File: src/rtl/gpio_alias_pkg.sv
package gpio_alias_pkg;

    typedef enum logic [2:0] {
        OP_MOV  = 3'b000,
        OP_AND  = 3'b001,
        OP_ANDN = 3'b010,
        OP_OR   = 3'b011,
        OP_XOR  = 3'b100
    } gpio_op_e;

    typedef enum logic [1:0] {
        RD_INPUTS,
        RD_OUTLATCH,
        RD_DIRREG
    } rd_sel_e;

    function automatic logic op_known(input logic [2:0] op);
        return (op <= 3'b100);
    endfunction

    function automatic logic [31:0] apply_op(input logic [2:0] op,
                                             input logic [31:0] old_v,
                                             input logic [31:0] src_v);
        logic [31:0] r;
        case (gpio_op_e'(op))
            OP_MOV:  r = src_v;
            OP_AND:  r = old_v & src_v;
            OP_ANDN: r = old_v & ~src_v;
            OP_OR:   r = old_v | src_v;
            OP_XOR:  r = old_v ^ src_v;
            default: r = old_v;
        endcase
        return r;
    endfunction

endpackage

File: src/rtl/gpio_in_sync.sv
module gpio_in_sync #(
    parameter int W      = 32,
    parameter int STAGES = 2
) (
    input  logic         clk,
    input  logic         rst,
    input  logic [W-1:0] pad_in,
    output logic [W-1:0] in_val
);
    logic [W-1:0] stg [STAGES];

    genvar g;
    generate
        for (g = 0; g < STAGES; g++) begin : g_stage
            if (g == 0) begin : g_first
                always_ff @(posedge clk) begin
                    if (rst) stg[0] <= '0;
                    else     stg[0] <= pad_in;
                end
            end else begin : g_next
                always_ff @(posedge clk) begin
                    if (rst) stg[g] <= '0;
                    else     stg[g] <= stg[g-1];
                end
            end
        end
    endgenerate

    assign in_val = stg[STAGES-1];
endmodule

File: src/rtl/gpio_latch.sv
module gpio_latch #(
    parameter int W = 32
) (
    input  logic         clk,
    input  logic         rst,
    input  logic         upd,
    input  logic [W-1:0] d,
    output logic [W-1:0] q
);
    always_ff @(posedge clk) begin
        if (rst)      q <= '0;
        else if (upd) q <= d;
    end

    // without an update strobe the latch holds
    a_r11_hold: assert property (@(posedge clk) disable iff (rst)
        !upd |=> $stable(q));
endmodule

File: src/rtl/gpio_pad_stage.sv
module gpio_pad_stage #(
    parameter int W = 32
) (
    input  logic         clk,
    input  logic         rst,
    input  logic [W-1:0] d_out,
    input  logic [W-1:0] d_oe,
    output logic [W-1:0] pad_out,
    output logic [W-1:0] pad_oe
);
    always_ff @(posedge clk) begin
        if (rst) begin
            pad_out <= '0;
            pad_oe  <= '0;
        end else begin
            pad_out <= d_out;
            pad_oe  <= d_oe;
        end
    end

    a_r7_pad_delay: assert property (@(posedge clk) disable iff (rst)
        1'b1 |=> (pad_out == $past(d_out)) && (pad_oe == $past(d_oe)));
endmodule

File: src/rtl/gpio_alias_port.sv
module gpio_alias_port
    import gpio_alias_pkg::*;
#(
    parameter int W           = 32,
    parameter int SYNC_STAGES = 2
) (
    input  logic         clk,
    input  logic         rst,
    input  logic         acc_valid,
    input  logic         acc_dir,
    input  logic         acc_is_dst,
    input  logic         acc_wb,
    input  logic [2:0]   acc_op,
    input  logic [W-1:0] acc_src,
    output logic [W-1:0] rd_data,
    input  logic [W-1:0] pad_in,
    output logic [W-1:0] pad_out,
    output logic [W-1:0] pad_oe
);
    logic [W-1:0] in_val, out_q, dir_q, old_v, new_v;
    rd_sel_e      rd_sel;
    logic         port_wr, upd_out, upd_dir;

    gpio_in_sync #(.W(W), .STAGES(SYNC_STAGES)) u_sync (
        .clk(clk), .rst(rst), .pad_in(pad_in), .in_val(in_val));

    always_comb begin
        if (acc_dir)                   rd_sel = RD_DIRREG;
        else if (acc_is_dst && acc_wb) rd_sel = RD_OUTLATCH;
        else                           rd_sel = RD_INPUTS;
    end

    always_comb begin
        case (rd_sel)
            RD_DIRREG:   old_v = dir_q;
            RD_OUTLATCH: old_v = out_q;
            default:     old_v = in_val;
        endcase
    end

    assign rd_data = old_v;
    assign new_v   = W'(apply_op(acc_op, 32'(old_v), 32'(acc_src)));
    assign port_wr = acc_valid && acc_is_dst && acc_wb && op_known(acc_op);
    assign upd_out = port_wr && !acc_dir;
    assign upd_dir = port_wr && acc_dir;

    gpio_latch #(.W(W)) u_out (
        .clk(clk), .rst(rst), .upd(upd_out), .d(new_v), .q(out_q));

    gpio_latch #(.W(W)) u_dir (
        .clk(clk), .rst(rst), .upd(upd_dir), .d(new_v), .q(dir_q));

    gpio_pad_stage #(.W(W)) u_pad (
        .clk(clk), .rst(rst), .d_out(out_q), .d_oe(dir_q),
        .pad_out(pad_out), .pad_oe(pad_oe));

    a_r4_mov_out: assert property (@(posedge clk) disable iff (rst)
        (acc_valid && !acc_dir && acc_is_dst && acc_wb && acc_op == 3'b000)
        |=> out_q == $past(acc_src));

    a_r6_xor_cumul: assert property (@(posedge clk) disable iff (rst)
        (acc_valid && !acc_dir && acc_is_dst && acc_wb && acc_op == 3'b100)
        |=> out_q == ($past(out_q) ^ $past(acc_src)));

    a_r10_bad_op: assert property (@(posedge clk) disable iff (rst)
        (acc_valid && acc_op > 3'b100) |=> ($stable(out_q) && $stable(dir_q)));

    a_r5_no_wb: assert property (@(posedge clk) disable iff (rst)
        (acc_valid && !acc_wb) |=> ($stable(out_q) && $stable(dir_q)));
endmodule

File: config.mk
export PLATFORM = sky130hd
export DESIGN_NAME = gpio_alias_port
export DESIGN_NICKNAME = d
export VERILOG_FILES = /design/src/rtl/gpio_alias_pkg.sv /design/src/rtl/gpio_in_sync.sv /design/src/rtl/gpio_latch.sv /design/src/rtl/gpio_pad_stage.sv /design/src/rtl/gpio_alias_port.sv
export SDC_FILE = /design/constraint.sdc
export NUM_CORES = 1
export LEC_CHECK = 0
export BUFFER_PORTS_ARGS = -buffer_cell sky130_fd_sc_hd__buf_2
export CELL_PAD_IN_SITES_DETAIL_PLACEMENT = 2
export CELL_PAD_IN_SITES_GLOBAL_PLACEMENT = 2
export CORE_ASPECT_RATIO = 1.5
export CORE_UTILIZATION = 30
export CTS_CLUSTER_DIAMETER = 120
export CTS_CLUSTER_SIZE = 28
export DETAILED_ROUTE_END_ITERATION = 10
export GPL_TIMING_DRIVEN = 0
export HOLD_SLACK_MARGIN = 0.06
export PLACE_DENSITY_LB_ADDON = 0.3
export SLEW_MARGIN = 20
export SYNTH_ARGS = -nofsm -noshare
export SYNTH_HDL_FRONTEND = slang
export SYNTH_SLANG_ARGS = --single-unit
File: constraint.sdc
create_clock -name clk -period 2 [get_ports clk]
set_clock_uncertainty 0.2 [all_clocks]
set_input_delay 0.4 -clock clk [delete_from_list [all_inputs] [get_ports clk]]
set_output_delay 0.4 -clock clk [all_outputs]
set_load 0.01 [all_outputs]
==> metrics <==
status=finished with violations; violated checks=setup timing; placed instance area=0.0101 mm^2; crit path max fanout=4; post-synthesis net count=996; crit-path max cell delay=0.43 ns; initial antenna violation count=0; Worst-path clk slew=roughly 0.080 ns; # rows=75; Slew Limit Headroom=48.5%; cell class contributing the biggest share of worst-path delay=simple AND/OR/NAND/NOR gates; CP bufs+invs=1; Max Clk Rate=475 MHz; Setup WS post-layout=-0.104 ns; final hold vios=0; RD Place Congestion=0.809; Tcrit/Tclk final=105%; DRC errors left=0; synth unique cells=31; RSZ-0062 raised after global routing=true; port bufs=164; drt first-iter violations=402; most common cell after layout, fill and taps aside=buf_2; ANT cells=0; crit-path cells=nor2b_1 > nor3_4 > buf_2; ratio of cells with drive above 1 in the final layout=around two fifths; slew at the pin closest to its max-slew limit=~0.77 ns; DR pass1 iterations=4; crit path time final=2.10 ns; clock root cell=clkbuf_16; Startpoint Class=register; mean routed wirelength per cell=24.6 um; core region area=0.0281 mm^2; number of H-tree levels=4; R2R Setup Slk=roughly 0.010 ns; cell area after layout=0.0125 mm^2; maximum clock insertion buffer count=2; Crit. path cell count=3; nets=1,258; vias post-DR=8,603; Req. time, crit path=1.40 ns; Crit. End Element=output port; Leak=0.00505 uW; sequential share of the synthesized area=around 45%; vias in the first global route=about 9,500; DRT Wirelength=37,900 um; final antenna-violating net count=0; CTS Buf Count=17; gate count of the mapped netlist=923; gr usage total=26.2%; post-route total power=9110 uW; remaining global-route overflow=0; global-route met2 utilization=48.1%; Syn Std Cell Area=0.00861 mm^2; max-cap viol count=0; die height=209 um; met3 usage in global routing=4.33%; CP max stage cell=nor2b_1; grt met1 use=28.4%; Slew Viols, Final=0; synthesized flop and latch total=between 150 and 200; worst hold path class=in -> reg; Post-Syn Area per Cell=9.33 um^2; Yosys Warn Count=0; critical path arrival=1.50 ns; DP HPWL=about 25,000 um; critical setup path kind=reg -> out; final setup violation count=17; die width=140 um; GR peak layer=met2; clk sinks=192; Total Neg Setup Slack=-0.541 ns; vias per cell=5.57; most frequent cells in the layout=170 x buf_2, 157 x dfxtp_1, 139 x nor2b_1; largest net degree at the start of global routing=17; hold path depth=4; Max VDD drop=628 uV; Die ar.=0.0294 mm^2; CTS tree=yes; clk_lat worst skew=roughly 0.48 ns; worst hold slack=between 0.15 and 0.2 ns; I/O Pins=169; reg2reg path depth=4; power density cells=729 mW/mm^2; first-pass GRT wire length=56,700 um; area grow syn2layout=45.2%; Initial Util=30.7%
cell type report:
| type | count | area [um^2] |
|---|---|---|
| Tap cell | 346 | 433 |
| Timing Repair Buffer | 243 | 1510 |
| Fill cell | 2951 | 15600 |
| Multi-Input combinational cell | 618 | 5400 |
| Clock inverter | 11 | 131 |
| Buffer | 81 | 561 |
| Inverter | 32 | 120 |
| Clock buffer | 21 | 460 |
| Sequential cell | 192 | 3890 |
layer usage:
metal  part of all wire (%)  vias to the layer above
met3                    3.5                      103
li1                       -                     3888
met4                    5.0                        0
met1                     38                     4337
met2                     53                      275
met5                      0                        -
metrics by stage:
stage	cells	utilization [%]	worst slack (ns)
final	1544	44.6	-0.104
after global routing	1544	44.6	-0.164
after floorplan	923	-	-0.130
after global placement	1433	36.1	-0.929
after CTS	1526	43.3	-0.0981
after detailed placement	1433	36.1	-0.967
registers in the layout (all words and copies together) (netlist names):
| register | flops |
|---|---|
| u_sync.stg | 64 |
| u_dir.q | 32 |
| u_out.q | 32 |
| u_pad.pad_oe | 32 |
| u_pad.pad_out | 32 |
repair_timing:
action                                  in CTS  in global routing
hold buffers                                32                  0
gates resized for setup                    208                 68
hold endpoints to repair                    32                  0
buffers inserted                            29                 18
pin swaps                                   27                 24
endpoints found under the setup margin      96                 91
final timing paths:
| kind | end | start |
|---|---|---|
| worst min-delay path | u_out.q[31] | rst |
| worst max register to register | u_out.q[6] | u_out.q[6] |
| worst max-delay path | rd_data[4] | u_dir.q[4] |
| worst min register to register | u_sync.stg[1][11] | u_sync.stg[0][11] |
cell usage after synthesis:
master,number,area share (%)
a211oi_1,31,2.7
nor2b_1,159,12
o41ai_1,2,0.20
buf_1,2,0.087
buf_6,5,0.65
or4_1,31,2.7
a221o_1,31,3.6
buf_4,3,0.26
and4bb_1,1,0.15
dfxtp_1,192,45
and2_1,1,0.073
buf_2,9,0.52
mux2_2,1,0.13
nor4bb_1,17,2.0
nor2b_4,2,0.32
clkbuf_1,62,2.7
o21ai_0,1,0.058
nor4b_1,31,3.2
nor2_1,3,0.13
o31a_1,31,3.2
o31ai_1,94,8.2
nor4_1,1,0.073
or3_1,2,0.15
nand3_1,1,0.058
a41oi_1,2,0.20
nor3_1,32,1.9
a211oi_2,1,0.15
a21boi_0,32,2.8
nand2_1,96,4.2
and4bb_2,15,2.2
inv_1,32,1.4
where the power goes:
group          internal [uW]  switching, uW
combinational            688            926
clock                   1920           1610
sequential              3910           54.3
total                   6520           2590
cells by family (layout without fill, tap and decap cells):
family	Yosys count	after routing	synth area share, %
AOI/OAI and AO/OA	225	225	21.1
buffers and inverters	113	388	5.62
DFF	192	192	44.6
muxes	1	1	0.131
and+or+nand+nor	392	392	28.6
tightest hold or removal path: cells and delay by family:
family | cells | cell delay [ns]
AOI/OAI and AO/OA | 2 | 0.16
buffers and inverters | 1 | 0.17
and+or+nand+nor | 1 | 0.08
Power figures use the tool's default switching activity.
